### src/rtl/pic_pkg.sv
// Package: shared mode type and mode classification helpers for the
// interval counter channel. Assumes 3-bit mode codes; 6 and 7 alias 2 and 3.
package pic_pkg;

    typedef enum logic [2:0] {
        PM_TERM    = 3'd0,
        PM_ONESHOT = 3'd1,
        PM_RATE    = 3'd2,
        PM_SQUARE  = 3'd3,
        PM_SW_STB  = 3'd4,
        PM_HW_STB  = 3'd5
    } pic_mode_e;

    // Fold the aliased codes onto their base modes.
    function automatic pic_mode_e pic_norm_mode(input logic [2:0] code);
        case (code)
            3'd6:    return PM_RATE;
            3'd7:    return PM_SQUARE;
            default: return pic_mode_e'(code);
        endcase
    endfunction

    // Modes whose waveform repeats with period N.
    function automatic logic pic_is_periodic(input pic_mode_e m);
        return (m == PM_RATE) || (m == PM_SQUARE);
    endfunction

    // Modes restarted by a gate rising edge.
    function automatic logic pic_gate_restarts(input pic_mode_e m);
        return (m == PM_ONESHOT) || (m == PM_RATE) ||
               (m == PM_SQUARE) || (m == PM_HW_STB);
    endfunction

    // Modes whose counting is held while gate is low.
    function automatic logic pic_gate_holds(input pic_mode_e m);
        return (m == PM_TERM) || (m == PM_SW_STB);
    endfunction

endpackage

### src/rtl/pic_gate_edge.sv
// Module: registers the gate level and flags its rising edge.
// Assumes gate is already synchronous to clk.
module pic_gate_edge (
    input  logic clk,
    input  logic rst_n,
    input  logic gate,
    output logic gate_rise
);
    logic gate_q;

    // Hold the previous gate level for edge detection.
    always_ff @(posedge clk) begin
        if (!rst_n) gate_q <= 1'b0;
        else        gate_q <= gate;
    end

    assign gate_rise = gate & ~gate_q;

    // A rising edge cannot be reported two cycles running (R7 edge detect).
    assert_rise_single_R7: assert property (@(posedge clk) disable iff (!rst_n)
        gate_rise |=> !gate_rise);

endmodule

### src/rtl/pic_tick_counter.sv
// Module: channel state. Holds the captured mode and count N, a phase
// counter and a free-running low elapsed count. In periodic modes the phase
// wraps at N. In one-shot modes it saturates at N+1. Assumes load has
// priority over restart, and restart has priority over a tick.
module pic_tick_counter #(
    parameter int CNT_W = 16
) (
    input  logic                 clk,
    input  logic                 rst_n,
    input  logic                 tick,
    input  logic                 load,
    input  logic [CNT_W-1:0]     load_val,
    input  logic [2:0]           mode_in,
    input  logic                 gate,
    input  logic                 gate_rise,
    output logic                 armed,
    output pic_pkg::pic_mode_e   mode_q,
    output logic [CNT_W:0]       init_cnt,
    output logic [CNT_W:0]       phase,
    output logic                 started,
    output logic [CNT_W-1:0]     elapsed,
    output logic                 count_en,
    output logic                 restart
);
    import pic_pkg::*;

    localparam int EXT_W = CNT_W + 1;

    logic [EXT_W-1:0] phase_inc;
    logic [EXT_W-1:0] phase_nxt;

    assign restart  = armed && gate_rise && pic_gate_restarts(mode_q);
    assign count_en = armed && tick && !(pic_gate_holds(mode_q) && !gate);
    assign phase_inc = phase + EXT_W'(1);

    // Next phase: wrap at N in periodic modes, stop past N otherwise.
    always_comb begin
        if (pic_is_periodic(mode_q))
            phase_nxt = (phase_inc == init_cnt) ? '0 : phase_inc;
        else
            phase_nxt = (phase > init_cnt) ? phase : phase_inc;
    end

    // Channel state update: load, then restart, then counted tick.
    always_ff @(posedge clk) begin
        if (!rst_n) begin
            armed    <= 1'b0;
            mode_q   <= PM_TERM;
            init_cnt <= '0;
            phase    <= '0;
            started  <= 1'b0;
            elapsed  <= '0;
        end else if (load) begin
            armed    <= 1'b1;
            mode_q   <= pic_norm_mode(mode_in);
            init_cnt <= (load_val == '0) ? {1'b1, {CNT_W{1'b0}}} : {1'b0, load_val};
            phase    <= '0;
            started  <= 1'b0;
            elapsed  <= '0;
        end else if (restart) begin
            phase    <= '0;
            started  <= 1'b0;
            elapsed  <= '0;
        end else if (count_en) begin
            phase    <= phase_nxt;
            started  <= 1'b1;
            elapsed  <= elapsed + CNT_W'(1);
        end
    end

    // A periodic phase always stays below N.
    assert_phase_range_R5: assert property (@(posedge clk) disable iff (!rst_n)
        (armed && pic_is_periodic(mode_q)) |-> (phase < init_cnt));

endmodule

### src/rtl/pic_wave_decode.sv
// Module: turns the channel state into the output level and readable count
// for the captured mode. Purely combinational. Assumes N >= 1, and a
// periodic phase below N.
module pic_wave_decode #(
    parameter int CNT_W = 16
) (
    input  logic                 armed,
    input  pic_pkg::pic_mode_e   mode_q,
    input  logic [CNT_W:0]       init_cnt,
    input  logic [CNT_W:0]       phase,
    input  logic                 started,
    input  logic [CNT_W-1:0]     elapsed,
    output logic                 wave,
    output logic [CNT_W-1:0]     count_val
);
    import pic_pkg::*;

    localparam int EXT_W = CNT_W + 1;

    logic [EXT_W:0]   init_x;
    logic [EXT_W:0]   twice;
    logic [EXT_W:0]   sq_left;
    logic [EXT_W-1:0] half;

    assign init_x = {1'b0, init_cnt};
    assign twice  = {phase, 1'b0};
    assign half   = EXT_W'((init_x + (EXT_W+1)'(1)) >> 1);

    // Square-wave readback: N minus twice the phase, folded into one period.
    always_comb begin
        if (twice < init_x) sq_left = init_x - twice;
        else                sq_left = {init_cnt, 1'b0} - twice;
    end

    // Output level and readback selected by mode.
    always_comb begin
        wave      = 1'b0;
        count_val = '0;
        if (armed) begin
            unique case (mode_q)
                PM_TERM: begin
                    wave      = (phase >= init_cnt);
                    count_val = CNT_W'(init_cnt) - elapsed;
                end
                PM_ONESHOT: begin
                    wave      = (phase < init_cnt);
                    count_val = CNT_W'(init_cnt) - elapsed;
                end
                PM_RATE: begin
                    wave      = started && (phase == '0);
                    count_val = CNT_W'(init_cnt - phase);
                end
                PM_SQUARE: begin
                    wave      = (phase < half);
                    count_val = CNT_W'(sq_left);
                end
                PM_SW_STB, PM_HW_STB: begin
                    wave      = (phase == init_cnt);
                    count_val = CNT_W'(init_cnt) - elapsed;
                end
                default: begin
                    wave      = 1'b0;
                    count_val = '0;
                end
            endcase
        end
    end

endmodule

### src/rtl/pic_channel.sv
// Module: top of one interval counter channel. Detects gate edges, holds
// the counting state and decodes the waveform and readback. Assumes
// load/mode come from a control block, and tick is a one-cycle enable.
module pic_channel #(
    parameter int CNT_W = 16
) (
    input  logic             clk,
    input  logic             rst_n,
    input  logic             tick,
    input  logic             load,
    input  logic [CNT_W-1:0] load_val,
    input  logic [2:0]       mode,
    input  logic             gate,
    output logic             out,
    output logic [CNT_W-1:0] count
);
    import pic_pkg::*;

    logic             gate_rise;
    logic             armed;
    pic_mode_e        mode_q;
    logic [CNT_W:0]   init_cnt;
    logic [CNT_W:0]   phase;
    logic             started;
    logic [CNT_W-1:0] elapsed;
    logic             count_en;
    logic             restart;

    pic_gate_edge u_gate (
        .clk       (clk),
        .rst_n     (rst_n),
        .gate      (gate),
        .gate_rise (gate_rise)
    );

    pic_tick_counter #(.CNT_W(CNT_W)) u_cnt (
        .clk       (clk),
        .rst_n     (rst_n),
        .tick      (tick),
        .load      (load),
        .load_val  (load_val),
        .mode_in   (mode),
        .gate      (gate),
        .gate_rise (gate_rise),
        .armed     (armed),
        .mode_q    (mode_q),
        .init_cnt  (init_cnt),
        .phase     (phase),
        .started   (started),
        .elapsed   (elapsed),
        .count_en  (count_en),
        .restart   (restart)
    );

    pic_wave_decode #(.CNT_W(CNT_W)) u_dec (
        .armed     (armed),
        .mode_q    (mode_q),
        .init_cnt  (init_cnt),
        .phase     (phase),
        .started   (started),
        .elapsed   (elapsed),
        .wave      (out),
        .count_val (count)
    );

    // Readback equals the loaded value one cycle after a load.
    assert_load_readback_R10: assert property (@(posedge clk) disable iff (!rst_n)
        load |=> (count == $past(load_val)));

    // Quiet before the first load.
    assert_idle_quiet_R12: assert property (@(posedge clk) disable iff (!rst_n)
        !armed |-> (!out && count == '0));

    // Mode 0 output stays high once it has risen.
    assert_term_sticky_R2: assert property (@(posedge clk) disable iff (!rst_n)
        (armed && mode_q == PM_TERM && out && !load) |=> out);

    // Strobe pulse lasts a single counted tick.
    assert_strobe_once_R6: assert property (@(posedge clk) disable iff (!rst_n)
        (armed && (mode_q == PM_SW_STB || mode_q == PM_HW_STB) && out &&
         count_en && !load && !restart) |=> !out);

    // Rate pulse drops after one counted tick when N > 1.
    assert_rate_pulse_R4: assert property (@(posedge clk) disable iff (!rst_n)
        (armed && mode_q == PM_RATE && out && count_en && !load && !restart &&
         init_cnt != (CNT_W+1)'(1)) |=> !out);

    // Gate low freezes the count in modes 0 and 4.
    assert_gate_hold_R8: assert property (@(posedge clk) disable iff (!rst_n)
        (armed && (mode_q == PM_TERM || mode_q == PM_SW_STB) && !gate && !load)
        |=> $stable(count));

endmodule

### config.mk
export PLATFORM = sky130hd
export DESIGN_NAME = pic_channel
export DESIGN_NICKNAME = d
export VERILOG_FILES = /design/src/rtl/pic_pkg.sv /design/src/rtl/pic_gate_edge.sv /design/src/rtl/pic_tick_counter.sv /design/src/rtl/pic_wave_decode.sv /design/src/rtl/pic_channel.sv
export SDC_FILE = /design/constraint.sdc
export NUM_CORES = 1
export LEC_CHECK = 0
export ABC_AREA = 0
export BUFFER_PORTS_ARGS = -buffer_cell sky130_fd_sc_hd__buf_2
export CAP_MARGIN = 40
export CORE_UTILIZATION = 41
export CTS_BUF_LIST = sky130_fd_sc_hd__clkbuf_4
export CTS_CLUSTER_DIAMETER = 40
export CTS_CLUSTER_SIZE = 20
export DETAILED_ROUTE_END_ITERATION = 6
export HOLD_SLACK_MARGIN = 0.08
export SYNTH_ARGS = -nofsm -noshare
export SYNTH_HDL_FRONTEND = slang
export SYNTH_SLANG_ARGS = --single-unit
### constraint.sdc
create_clock -name clk -period 4.2 [get_ports clk]
set_clock_uncertainty 0.15 [all_clocks]
set_input_delay 0.21 -clock clk [delete_from_list [all_inputs] [get_ports clk]]
set_output_delay 0.21 -clock clk [all_outputs]
set_load 0.01 [all_outputs]
* Word level (Yosys, flattened, before mapping)
Cells that the tools add are included.
** Cells by class
- Order comparisons :: 5
- Mux-type cells :: 10
- Bitwise operators :: 3
- $add $sub $neg :: 7
- Equal/unequal tests :: 10
- Reductions and logical operators :: 20
** Operator list (count)
- 2-to-1 mux 17 bit :: 4
- subtractor 16 bit :: 4
- case mux 16 bit (3 select lines) :: 1
- equality test 17 bit :: 2
- less-than comparator 17 bit :: 2
- 2-to-1 mux 16 bit :: 2
- adder 17 x 1 -> 18 bit (second input constant) :: 1
- less-than comparator 18 x 17 -> 1 bit :: 1
- adder 17 x 1 -> 17 bit (second input constant) :: 1
- >= comparator 17 bit :: 1
- > comparator 17 bit :: 1
- zero test 17 bit :: 1
- adder 16 x 1 -> 16 bit (second input constant) :: 1
- zero test 16 bit :: 1
- equality test 3 bit (second input constant) :: 4
- equality test 3 x 2 -> 1 bit (second input constant) :: 2
- logical AND 1 bit :: 6
- case mux 3 bit (2 select lines) :: 1
- logical OR 1 bit :: 5
- case mux 1 bit (5 select lines) :: 1
- OR reduction 4 bit :: 1
- equality test 3 x 1 -> 1 bit (second input constant) :: 1
- zero test 3 bit :: 1
- OR reduction 3 bit :: 1
- 7 further kinds :: 9
** Storage, ports and cells
- Flip-flop bits (word level) :: 56

* Longest topological paths before layout
Gate-level depths: netlist of run 1.
- Depth in word-level cells :: 6
- Gate-level depth with buffers :: 21
- Depth with buffers taken out :: 19

* By module
From an unflattened synthesis of run 1, not the netlist that was laid out.
** Second synthesis, totals
- Cells, all modules :: 855
- Area total of the unflattened synthesis :: 6781.5 µm²
** By module, submodules not included
- pic_tick_counter :: cells an instance 408, area each 3439.5 µm², times used 1, seq. area each 1101.1 µm²
- pic_wave_decode :: cells an instance 444, area each 3301.9 µm², times used 1, seq. area each 0.0 µm²
- pic_gate_edge :: cells an instance 3, area each 40.0 µm², times used 1, seq. area each 20.0 µm²

* Least setup slack after synthesis of run 1
OpenSTA, ideal clock, no wires.
- Kind :: reg2out
- Start :: reg u_cnt.init_cnt[8]
- End :: out count[15]
- Setup slack :: -0.385 ns
- Cell stages (with the launch flop) :: 22
- Required time :: 3.840 ns
- Arrival time :: 4.225 ns
- Path buffers :: 3
- Cell sequence :: dfxtp_1 > clkbuf_1 > inv_1 > ha_1 > nand3_1 > a21oi_1 > o21ai_0 > a2111oi_0 > o21ai_0 > clkbuf_1 > clkbuf_1 > nand2_1 > o21ai_0 > fa_1 > a211oi_1 > o21bai_1 > nand2_1 > nor2_1 > o41ai_1 > xor2_1 > or3_1 > o211ai_1
** On the way
- Cells in the longest elaborated chain, start to end :: 4
** Ends and longest elaborated chain
- start, declared :: line pic_tick_counter.sv:18 : output logic [CNT_W:0] init_cnt,
- start signal, assigned :: line pic_tick_counter.sv:56 : init_cnt <= (load_val == '0) ? {1'b1, {CNT_W{1'b0}}} : {1'b0, load_val};
- subtractor 16 bit, or another cell as far along :: line pic_wave_decode.sv:32 : else sq_left = {init_cnt, 1'b0} - twice;
- 2-to-1 mux 16 bit :: line pic_wave_decode.sv:31 : if (twice < init_x) sq_left = init_x - twice;
- case mux 16 bit (3 select lines) (*) :: line pic_wave_decode.sv:40 : unique case (mode_q)
- 2-to-1 mux 16 bit (*) :: line pic_wave_decode.sv:39 : if (armed) begin
- end, declared :: line pic_channel.sv:15 : output logic [CNT_W-1:0] count
Every way passes the cells marked *; elsewhere a longest branch is shown, timed or not.

* Worst setup path after layout of run 1
- Start :: reg u_cnt.init_cnt[3]
- End :: out count[15]
Same word-level chain as after synthesis.

==> results of run 1 <==
[metal layers]
layer / GRT usage [%] / part of all wire, % / vias to the layer above / wire, um
met2: 43.3 / 46 / 184 / 9490
met3: 3.55 / 4.7 / 43 / 978
li1: - / - / 3130 / -
met1: 34.3 / 45 / 2975 / 9380
met5: 0 / 0.039 / - / 8
met4: 12.3 / 3.9 / 2 / 808
[cells in the final DEF, fill, tap and decap left out, types with 7 or more instances in the layout]
cell and instances:
xor2_1 26, xnor2_1 50, mux2i_1 22, dfxtp_1 44, buf_2 40, buf_4 86, ha_4 8, nand4_1 15
a21oi_1 25, nand2b_1 8, o21bai_1 7, nor4_1 9, ha_1 69, and3_1 18, or3_1 7, inv_2 7
a22o_1 15, a21o_1 14, dfxtp_2 12, nor3_1 14, a22oi_2 10, nand2_1 57, nor2b_1 9, a31oi_1 7
dlygate4sd3_1 29, a21oi_2 9, and2_1 9, o21ai_0 28, nor2_1 66, o31ai_1 12, inv_1 33, o21a_1 8
nand3_1 31
[power breakdown]
group	leakage [nW]	internal [W]	total, W	switching (W)
combinational	2.78	0.000310	0.000651	0.000341
sequential	0.460	0.000546	0.000559	0.0000131
clock	0.0356	0.0000679	0.000281	0.000213
[worst reg2reg max path, stage by stage, from the launching register on]
cell and delay [ns]:
dfxtp_2 0.38, inv_2 0.05, buf_4 0.12, buf_4 0.12, buf_4 0.14, ha_1 0.29
nand4_1 0.08, nor2_1 0.13, a21boi_0 0.33, nor4_1 0.12, o31ai_1 0.70, nor2_1 0.24
nand2_1 0.30, buf_4 0.22, o41ai_1 0.08
[metrics by stage]
step / hold WS, ns / setup WS [ns] / utilization (%) / power [W]
CTS: 0.111 / -0.390 / 51.2 / 0.00144
global placement: 0.295 / -0.124 / 47.7 / 0.00110
detailed placement: 0.296 / -0.170 / 47.7 / 0.00110
finish: 0.178 / -0.385 / 53.4 / 0.00149
floorplan: 0.178 / 0.00673 / - / 0.000916
global route: 0.180 / -0.592 / 53.4 / 0.00157
[worst min-delay path by stage]
stage	startpoint	endpoint	slack, ns	cells past startpoint
floorplan	rst_n	u_cnt.armed$_SDFFE_PN0P_	0.18	1
detailed placement	load_val[9]	u_cnt.init_cnt[9]$_SDFFE_PN0P_	0.30	2
CTS	tick	u_cnt.started$_SDFFE_PP0P_	0.11	5
finish	tick	u_cnt.started$_SDFFE_PP0P_	0.18	5
global placement	load_val[12]	u_cnt.init_cnt[12]$_SDFFE_PN0P_	0.30	2
global route	tick	u_cnt.started$_SDFFE_PP0P_	0.18	5
[state kept, by name, summed over array words and instances, names as in the netlist]
signal and count:
u_gate.gate_q 1, u_cnt.phase 17, u_cnt.elapsed 16, u_cnt.started 1, u_cnt.init_cnt 17, u_cnt.armed 1, u_cnt.mode_q 3
[cell families (layout without fill, tap and decap cells)]
family	after synthesis	after routing
flops	56	56
simple gates	269	269
mux	23	23
buf+inv	91	206
fa+ha+maj	84	84
xor+xnor	77	77
compound gates	200	200
[timing repair]
item | in CTS | in global routing
resized for setup | 41 | 64
endpoints found under the setup margin | 12 | 13
pin swaps | 15 | 21
hold buffers | 29 | 0
setup buffers | 5 | 11
endpoints found under the hold margin | 22 | 0
[cell type report]
class                      instances  area [sq um]  area share [%]
multi-input combinational        653          5090            64.9
timing repair buffer             158          1170            15.0
sequential                        56          1140            14.5
tap                              184           230            2.93
inverter                          40           150            1.91
clock buffer                       5          37.5           0.478
clock inverter                     3          22.5           0.287
==> flow_metrics.env, run 1 <==
export IMPL_status="finished, violations left"
export IMPL_failed_checks="setup timing"
export IMPL_yosys_area_share_simple_pct=21.5
export IMPL_yosysMostFrequentCell="ha_1"
export IMPL_synthTopCellsByCount="ha_1, nor2_1, nand2_1"
export IMPL_cts_root_buf="clkbuf_4"
export IMPL_netlist_area_sq_mm=0.00623
export IMPL_first_iter_violations=376
export IMPL_fp_row_count=44
export IMPL_cp_startpoint="u_cnt.init_cnt[3]$_SDFFE_PN0P_"
export IMPL_vias=6334
export IMPL_cts_sinks=56
export IMPL_max_stage_delay_ns=0.38
export IMPL_fillCellCount=1373
export IMPL_ys_seq_elements=56
export IMPL_detail_route_antenna_nets=0
export IMPL_netlist_instances=800
export IMPL_yosys_mux_area_fraction_pct=3.72
export IMPL_diodes=0
export IMPL_ys_seq_area_share_pct=18.0
export IMPL_final_cell_area_sq_mm=0.00785
export IMPL_clk_pin_slew_ns=0.18
export IMPL_drt_wl_total_mm=20.7
export IMPL_finalCriticalPeriod_ns=4.59
export IMPL_syn_to_final_growth_pct=26.0
export IMPL_cp_end_kind="output pin"
export IMPL_cts_tree="yes"
export IMPL_fin_tns_setup_ns=-1.70
export IMPL_cp_endpoint="count[15]"
export IMPL_synth_ff_type="dfxtp_1"
export IMPL_synth_enable_flop_cells=0
export IMPL_maxCapViolations=0
export IMPL_drv_slew=0
export IMPL_cp_arrival_ns=4.23
export IMPL_nNetsFinal=1022
export IMPL_r2r_start="u_cnt.init_cnt[7]$_SDFFE_PN0P_"
export IMPL_die_w_um=125
export IMPL_coreArea_sq_mm=0.0147
export IMPL_fmax_mhz=218
export IMPL_clockBufferDepth=2
export IMPL_layout_worst_path_cycle_share_pct=109
export IMPL_critPathKind="reg -> out"
export IMPL_first_pass_iters=5
export IMPL_drive_above_1_share_pct=25.1
export IMPL_cp_required_ns=3.84
export IMPL_synthDistinctLibCells=60
export IMPL_wl_per_cell_um=18.8
export IMPL_setup_viol=8
export IMPL_cp_start_kind="register"
export IMPL_dieArea_sq_mm=0.0157
export IMPL_cp_cell_sequence="inv_2 -> ha_4 -> or3_1 -> o21ai_2 -> a2111oi_4 -> o21ai_4 -> mux2i_1 -> ha_2 -> inv_2 -> fa_2 -> a211oi_2 -> o21bai_1 -> nand2_1 -> nor2_1 -> o41ai_2 -> xor2_1 -> or3_1 -> o211ai_1 -> buf_2"
export IMPL_grt_max_degree=22
export IMPL_reg2reg_to="u_cnt.phase[12]$_SDFFE_PP0P_"
export IMPL_r2r_slack_ns=0.64
export IMPL_place_inst=1049
export IMPL_synth_nets=908
export IMPL_worst_pin_slew_ns=0.860
export IMPL_portBuffers=40
export IMPL_clkLatencyLatePin_ns=0.44
export IMPL_synth_compound_area_share_pct=22.5
export IMPL_synth_fa_ha_area_share_pct=17.1
export IMPL_final_hold_viol_count=0
export IMPL_postLayoutSetupSlackWorst_ns=-0.385
export IMPL_dieHeight_um=125
export IMPL_finalNonFillerCells=1099
export IMPL_grt_antenna_before_repair=1
export IMPL_powerDensity_mw_per_mm2=190
export IMPL_synth_top_area_cell="dfxtp_1"
export IMPL_cts_htree_levels=2
export IMPL_overflow=0
export IMPL_grtUsageTotal_pct=26.4
export IMPL_cp_top_family="compound AO/OA/AOI/OAI gates"
export IMPL_synth_top_area_share_pct=18.0
export IMPL_worstRegToRegCells=14
export IMPL_io_pins=41
export IMPL_vdd_drop_max_mv=0.153
export IMPL_path_max_fanout=5
export IMPL_synth_top_family_by_area="compound AO/OA/AOI/OAI gates"
export IMPL_path_depth=19
export IMPL_vias_per_cell=5.76
export IMPL_yosysWarnings=0
export IMPL_grt_setup_unrepaired="yes"
export IMPL_placed_cell_area_sq_mm=0.00701
export IMPL_numCtsBuffers=5
export IMPL_dpl_hpwl_mm=15.7
export IMPL_synthArstFlopShare_pct=0
export IMPL_drc=0
export IMPL_slew_headroom_pct=42.6
export IMPL_initial_utilization_pct=42.4
export IMPL_grt_first_pass_wirelength_mm=32.1
export IMPL_grt_pass1_vias=6064
export IMPL_avgSynthCellArea_sq_um=7.78
export IMPL_cellLeakagePower_nw=3.27
export IMPL_crit_buf_inv=3
export IMPL_min_path_type="in -> reg"
export IMPL_place_congestion=0.910
export IMPL_synthXorXnorAreaFrac_pct=10.8
export IMPL_synth_area_top_cells="dfxtp_1, ha_1, xnor2_1, nor2_1, xor2_1"
export IMPL_crit_slowest_cell="or3_1"
(Power assumes the default switching activity.)
==> inputs of run 2 (changes only) <==
--- a/config.mk
+++ b/config.mk
@@ -8,12 +8,13 @@
 export ABC_AREA = 0
 export BUFFER_PORTS_ARGS = -buffer_cell sky130_fd_sc_hd__buf_2
 export CAP_MARGIN = 40
-export CORE_UTILIZATION = 41
+export CORE_UTILIZATION = 50
 export CTS_BUF_LIST = sky130_fd_sc_hd__clkbuf_4
 export CTS_CLUSTER_DIAMETER = 40
 export CTS_CLUSTER_SIZE = 20
 export DETAILED_ROUTE_END_ITERATION = 6
 export HOLD_SLACK_MARGIN = 0.08
+export PLACE_DENSITY = 0.7
 export SYNTH_ARGS = -nofsm -noshare
 export SYNTH_HDL_FRONTEND = slang
 export SYNTH_SLANG_ARGS = --single-unit
==> flow_metrics.env, run 2 (same netlist as run 1, synthesis figures left out) <==
export IMPL_slew_headroom_pct=34.9
export IMPL_maxCapViolations=0
export IMPL_clkLatencyLatePin_ns=0.43
export IMPL_syn_to_final_growth_pct=27.7
export IMPL_detail_route_antenna_nets=0
export IMPL_setup_viol=12
export IMPL_vias=6739
export IMPL_failed_checks="setup timing"
export IMPL_grtUsageTotal_pct=33.4
export IMPL_final_hold_viol_count=0
export IMPL_nNetsFinal=1018
export IMPL_final_cell_area_sq_mm=0.00796
export IMPL_pwr_share_seq_pct=34.4
export IMPL_drc=0
export IMPL_clockBufferDepth=2
export IMPL_first_iter_violations=557
export IMPL_cp_required_ns=3.84
export IMPL_dpl_hpwl_mm=15.9
export IMPL_layout_worst_path_cycle_share_pct=116
export IMPL_cp_end_kind="output pin"
export IMPL_critPathKind="reg -> out"
export IMPL_cp_start_kind="register"
export IMPL_vdd_drop_max_mv=0.160
export IMPL_cts_tree="yes"
export IMPL_io_pins=41
export IMPL_diodes=0
export IMPL_wl_per_cell_um=20.6
export IMPL_path_max_fanout=5
export IMPL_switching_share_pct=35.8
export IMPL_drt_wl_total_mm=22.2
export IMPL_power_switching_w=0.000580
export IMPL_die_w_um=114
export IMPL_fp_row_count=40
export IMPL_worst_pin_slew_ns=0.952
export IMPL_finalCriticalPeriod_ns=4.87
export IMPL_grt_pass1_vias=6503
export IMPL_cellLeakagePower_nw=3.29
export IMPL_drive_above_1_share_pct=26.0
export IMPL_grt_max_degree=22
export IMPL_largestRegisters="u_cnt.init_cnt x17, u_cnt.phase x17, u_cnt.elapsed x16"
export IMPL_place_congestion=0.944
export IMPL_p_clk_share_pct=23.6
export IMPL_fmax_mhz=205
export IMPL_vias_per_cell=6.25
export IMPL_cts_root_buf="clkbuf_4"
export IMPL_min_path_type="in -> reg"
export IMPL_dieArea_sq_mm=0.0129
export IMPL_dieHeight_um=114
export IMPL_coreArea_sq_mm=0.0121
export IMPL_grt_antenna_before_repair=1
export IMPL_powerDensity_mw_per_mm2=204
export IMPL_placed_cell_area_sq_mm=0.00685
export IMPL_power_internal_w=0.00104
export IMPL_portBuffers=40
export IMPL_mostFrequentLayoutCells="buf_4, ha_1, nor2_1"
export IMPL_layout_commonest_cell="buf_4"
export IMPL_cp_arrival_ns=4.51
export IMPL_combPwrFrac_pct=42.0
export IMPL_finalHoldWorstSlack_ns=0.171
export IMPL_first_pass_iters=7
export IMPL_grt_setup_unrepaired="yes"
export IMPL_clk_pin_slew_ns=0.19
export IMPL_initial_utilization_pct=51.6
export IMPL_overflow=0
export IMPL_numCtsBuffers=5
export IMPL_postLayoutSetupSlackWorst_ns=-0.669
export IMPL_drv_slew=0
export IMPL_grt_first_pass_wirelength_mm=33.3
export IMPL_final_util_pct=66.0
export IMPL_cts_htree_levels=2
export IMPL_cts_sinks=56
export IMPL_fillCellCount=971
export IMPL_status="finished, violations left"
-- run 2: final timing paths --
kind	from	endpoint	slack [ns]	depth (start not counted)
hold / removal	tick	u_cnt.started$_SDFFE_PP0P_	0.17	4
setup / recovery	u_cnt.init_cnt[8]$_SDFFE_PN0P_	count[15]	-0.67	22
hold reg to reg	u_cnt.started$_SDFFE_PP0P_	u_cnt.started$_SDFFE_PP0P_	0.36	2
setup reg to reg	u_cnt.init_cnt[8]$_SDFFE_PN0P_	u_cnt.phase[8]$_SDFFE_PP0P_	0.64	12
-- run 2: cell type report --
cell class	count	area, sq um	share of cell area (%)
clock inverter	2	60.1	0.755
timing repair buffer	154	1180	14.8
inverter	40	150	1.89
multi-input combinational	653	5190	65.2
tap	168	210	2.64
clock buffer	5	37.5	0.472
sequential	56	1130	14.2
-- run 2: stage by stage --
step | power [W] | instances | worst slack, ns | TNS, ns
finish | 0.00162 | 1078 | -0.669 | -3.42
global route | 0.00168 | 1078 | -0.828 | -5.11
CTS | 0.00152 | 1063 | -0.443 | -2.02
detailed placement | 0.00108 | 1015 | -0.195 | -0.350
global placement | 0.00106 | 1015 | 0.0187 | 0
floorplan | 0.000916 | 800 | 0.00673 | 0
-- run 2: metal layers --
layer | GRT usage (%) | wire [um]
met2 | 55.8 | 10300
met4 | 17.2 | 1190
met3 | 5.47 | 1850
met1 | 41.5 | 8840
met5 | 0 | 0
-- run 2: repair_timing --
action,CTS,global route
setup buffers,10,18
pin swaps,21,40
cloned,2,1
hold buffers,30,0
resized for setup,55,83
setup endpoints to repair,12,14
hold endpoints to repair,22,0
-- run 2: worst max-delay path: stages, from the launching register on --
cell       delay [ns]
dfxtp_2          0.39
inv_2            0.06
ha_4             0.28
nand3_4          0.08
a21oi_4          0.15
o21ai_4          0.09
a2111oi_4        0.35
o21ai_4          0.13
buf_6            0.14
buf_6            0.12
o21ai_0          0.30
ha_1             0.33
buf_4            0.15
buf_4            0.15
nand2_1          0.11
nor2_2           0.06
nand2_1          0.09
nor2_2           0.06
o41ai_2          0.32
xor2_1           0.12
or3_1            0.31
o211ai_1         0.10
buf_2            0.16
-- run 2: power groups by stage --
stage / registers [W] / clock network [W] / logic [W]
global placement: 0.000566 / 0 / 0.000498
finish: 0.000558 / 0.000382 / 0.000680
global route: 0.000560 / 0.000400 / 0.000725
detailed placement: 0.000566 / 0 / 0.000510
CTS: 0.000557 / 0.000389 / 0.000578
floorplan: 0.000567 / 0 / 0.000349
==> inputs of run 3 (changes only) <==
--- a/config.mk
+++ b/config.mk
@@ -9,12 +9,12 @@
 export BUFFER_PORTS_ARGS = -buffer_cell sky130_fd_sc_hd__buf_2
 export CAP_MARGIN = 40
 export CORE_UTILIZATION = 50
-export CTS_BUF_LIST = sky130_fd_sc_hd__clkbuf_4
 export CTS_CLUSTER_DIAMETER = 40
 export CTS_CLUSTER_SIZE = 20
 export DETAILED_ROUTE_END_ITERATION = 6
 export HOLD_SLACK_MARGIN = 0.08
 export PLACE_DENSITY = 0.7
+export SKIP_CTS_REPAIR_TIMING = 1
 export SYNTH_ARGS = -nofsm -noshare
 export SYNTH_HDL_FRONTEND = slang
 export SYNTH_SLANG_ARGS = --single-unit
==> flow_metrics.env, run 3 (same netlist as run 1, synthesis figures left out) <==
export IMPL_largestRegisters="u_cnt.init_cnt x17, u_cnt.phase x17, u_cnt.elapsed x16"
export IMPL_place_congestion=0.944
export IMPL_nNetsFinal=990
export IMPL_min_path_type="in -> reg"
export IMPL_drive_above_1_share_pct=21.5
export IMPL_status="finished, violations left"
export IMPL_maxCapViolations=0
export IMPL_portBuffers=40
export IMPL_postLayoutSetupSlackWorst_ns=-0.382
export IMPL_wl_per_cell_um=19.7
export IMPL_syn_to_final_growth_pct=22.0
export IMPL_cts_tree="yes"
export IMPL_dieArea_sq_mm=0.0129
export IMPL_slew_headroom_pct=47.4
export IMPL_max_stage_delay_ns=0.40
export IMPL_clkLatencyLatePin_ns=0.31
export IMPL_failed_checks="setup timing"
export IMPL_grt_first_pass_wirelength_mm=31.7
export IMPL_vdd_drop_max_mv=0.232
export IMPL_clockBufferDepth=2
export IMPL_detail_route_antenna_nets=0
export IMPL_cts_htree_levels=2
export IMPL_numCtsBuffers=5
export IMPL_cts_sinks=56
export IMPL_final_hold_viol_count=0
export IMPL_cp_cell_sequence="inv_2 -> ha_4 -> nand2b_4 -> a21oi_4 -> o21ai_4 -> a2111oi_4 -> o21ai_4 -> mux2i_1 -> ha_2 -> inv_2 -> fa_2 -> a211oi_2 -> o21bai_2 -> nand2_1 -> nor2_2 -> o41ai_2 -> xor2_1 -> or3_1 -> o211ai_1 -> buf_2"
export IMPL_worst_pin_slew_ns=0.785
export IMPL_vias=6440
export IMPL_overflow=0
export IMPL_initial_utilization_pct=51.6
export IMPL_cp_start_kind="register"
export IMPL_first_iter_violations=453
export IMPL_dp_worst_setup_slack_ns=-0.195
export IMPL_clk_pin_slew_ns=0.08
export IMPL_crit_slowest_cell="a2111oi_4"
export IMPL_vias_per_cell=6.13
export IMPL_io_pins=41
export IMPL_die_w_um=114
export IMPL_setup_viol=6
export IMPL_powerDensity_mw_per_mm2=225
export IMPL_drc=0
export IMPL_fillCellCount=1027
export IMPL_grt_max_degree=22
export IMPL_cp_required_ns=3.84
export IMPL_grtUsageTotal_pct=31.8
export IMPL_path_max_fanout=5
export IMPL_drv_slew=0
export IMPL_grt_antenna_before_repair=0
export IMPL_finalCriticalPeriod_ns=4.58
export IMPL_diodes=0
export IMPL_grt_setup_unrepaired="yes"
export IMPL_dieHeight_um=114
export IMPL_layout_worst_path_cycle_share_pct=109
export IMPL_cp_end_kind="output pin"
export IMPL_critPathKind="reg -> out"
export IMPL_fp_row_count=40
export IMPL_grt_pass1_vias=6082
export IMPL_layout_commonest_cell="ha_1"
export IMPL_dpl_hpwl_mm=15.9
export IMPL_coreArea_sq_mm=0.0121
export IMPL_cts_root_buf="clkbuf_16"
export IMPL_cellLeakagePower_nw=3.17
export IMPL_mostFrequentLayoutCells="ha_1, nor2_1, buf_4"
export IMPL_first_pass_iters=5
export IMPL_design_power_total_w=0.00171
export IMPL_drt_wl_total_mm=20.7
export IMPL_fmax_mhz=218
export IMPL_placed_cell_area_sq_mm=0.00685
export IMPL_cp_arrival_ns=4.22
export IMPL_final_cell_area_sq_mm=0.00760
-- run 3: changes by cell type in the layout (fill, tap and decap cells not counted), sizes merged --
cell / before / now
dlygate4sd3: 30 / 19
buf: 124 / 106
dlymetal6s2s: 0 / 1
-- run 3: cell type report --
cell class	instances	area, sq um	area share, %
multi-input combinational	653	5020	66.0
timing repair buffer	126	903	11.9
clock inverter	2	60.1	0.791
clock buffer	5	125	1.65
tap	168	210	2.77
inverter	40	150	1.98
sequential	56	1130	14.9
-- run 3: where the power goes --
group | switching [W] | internal, W | total (W)
clock network | 0.000216 | 0.000339 | 0.000556
registers | 0.0000119 | 0.000544 | 0.000556
logic | 0.000328 | 0.000269 | 0.000598
-- run 3: worst paths after layout --
| path | from | endpoint | slack [ns] | cells past startpoint |
|---|---|---|---|---|
| worst max register to register | u_cnt.phase[10]$_SDFFE_PP0P_ | u_cnt.phase[12]$_SDFFE_PP0P_ | 0.64 | 10 |
| worst min-delay path | load_val[7] | u_cnt.init_cnt[7]$_SDFFE_PN0P_ | 0.08 | 2 |
| worst min register to register | u_cnt.started$_SDFFE_PP0P_ | u_cnt.started$_SDFFE_PP0P_ | 0.34 | 2 |
| worst max-delay path | u_cnt.init_cnt[1]$_SDFFE_PN0P_ | count[15] | -0.38 | 20 |
-- run 3: critical path, delay by kind of cell, from the launching register on --
family	cells	cell delay (ns)
compound gates	8	1.55
fa+ha+maj	3	0.88
xor+xnor	1	0.13
buf+inv	3	0.26
mux	1	0.18
simple gates	4	0.57
flops	1	0.35
-- run 3: per-layer routing --
layer,GRT usage [%],part of all wire (%),wire length [um],vias to the layer above
met3,4.20,5.7,1180,42
met4,11.0,3.2,653,0
met1,41.3,43,8980,3091
li1,-,-,-,3072
met2,54.1,48,9870,235
met5,0,0,0,-
-- run 3: through the flow --
stage	util (%)	std cells	hold WS [ns]	setup TNS, ns
final	63.0	1050	0.0787	-0.927
after global routing	63.0	1050	0.0986	-2.30
after CTS	58.3	1022	-0.0339	-3.25
after detailed placement	56.8	1015	0.291	-0.350
after global placement	56.8	1015	0.288	0
after floorplan	-	800	0.178	0
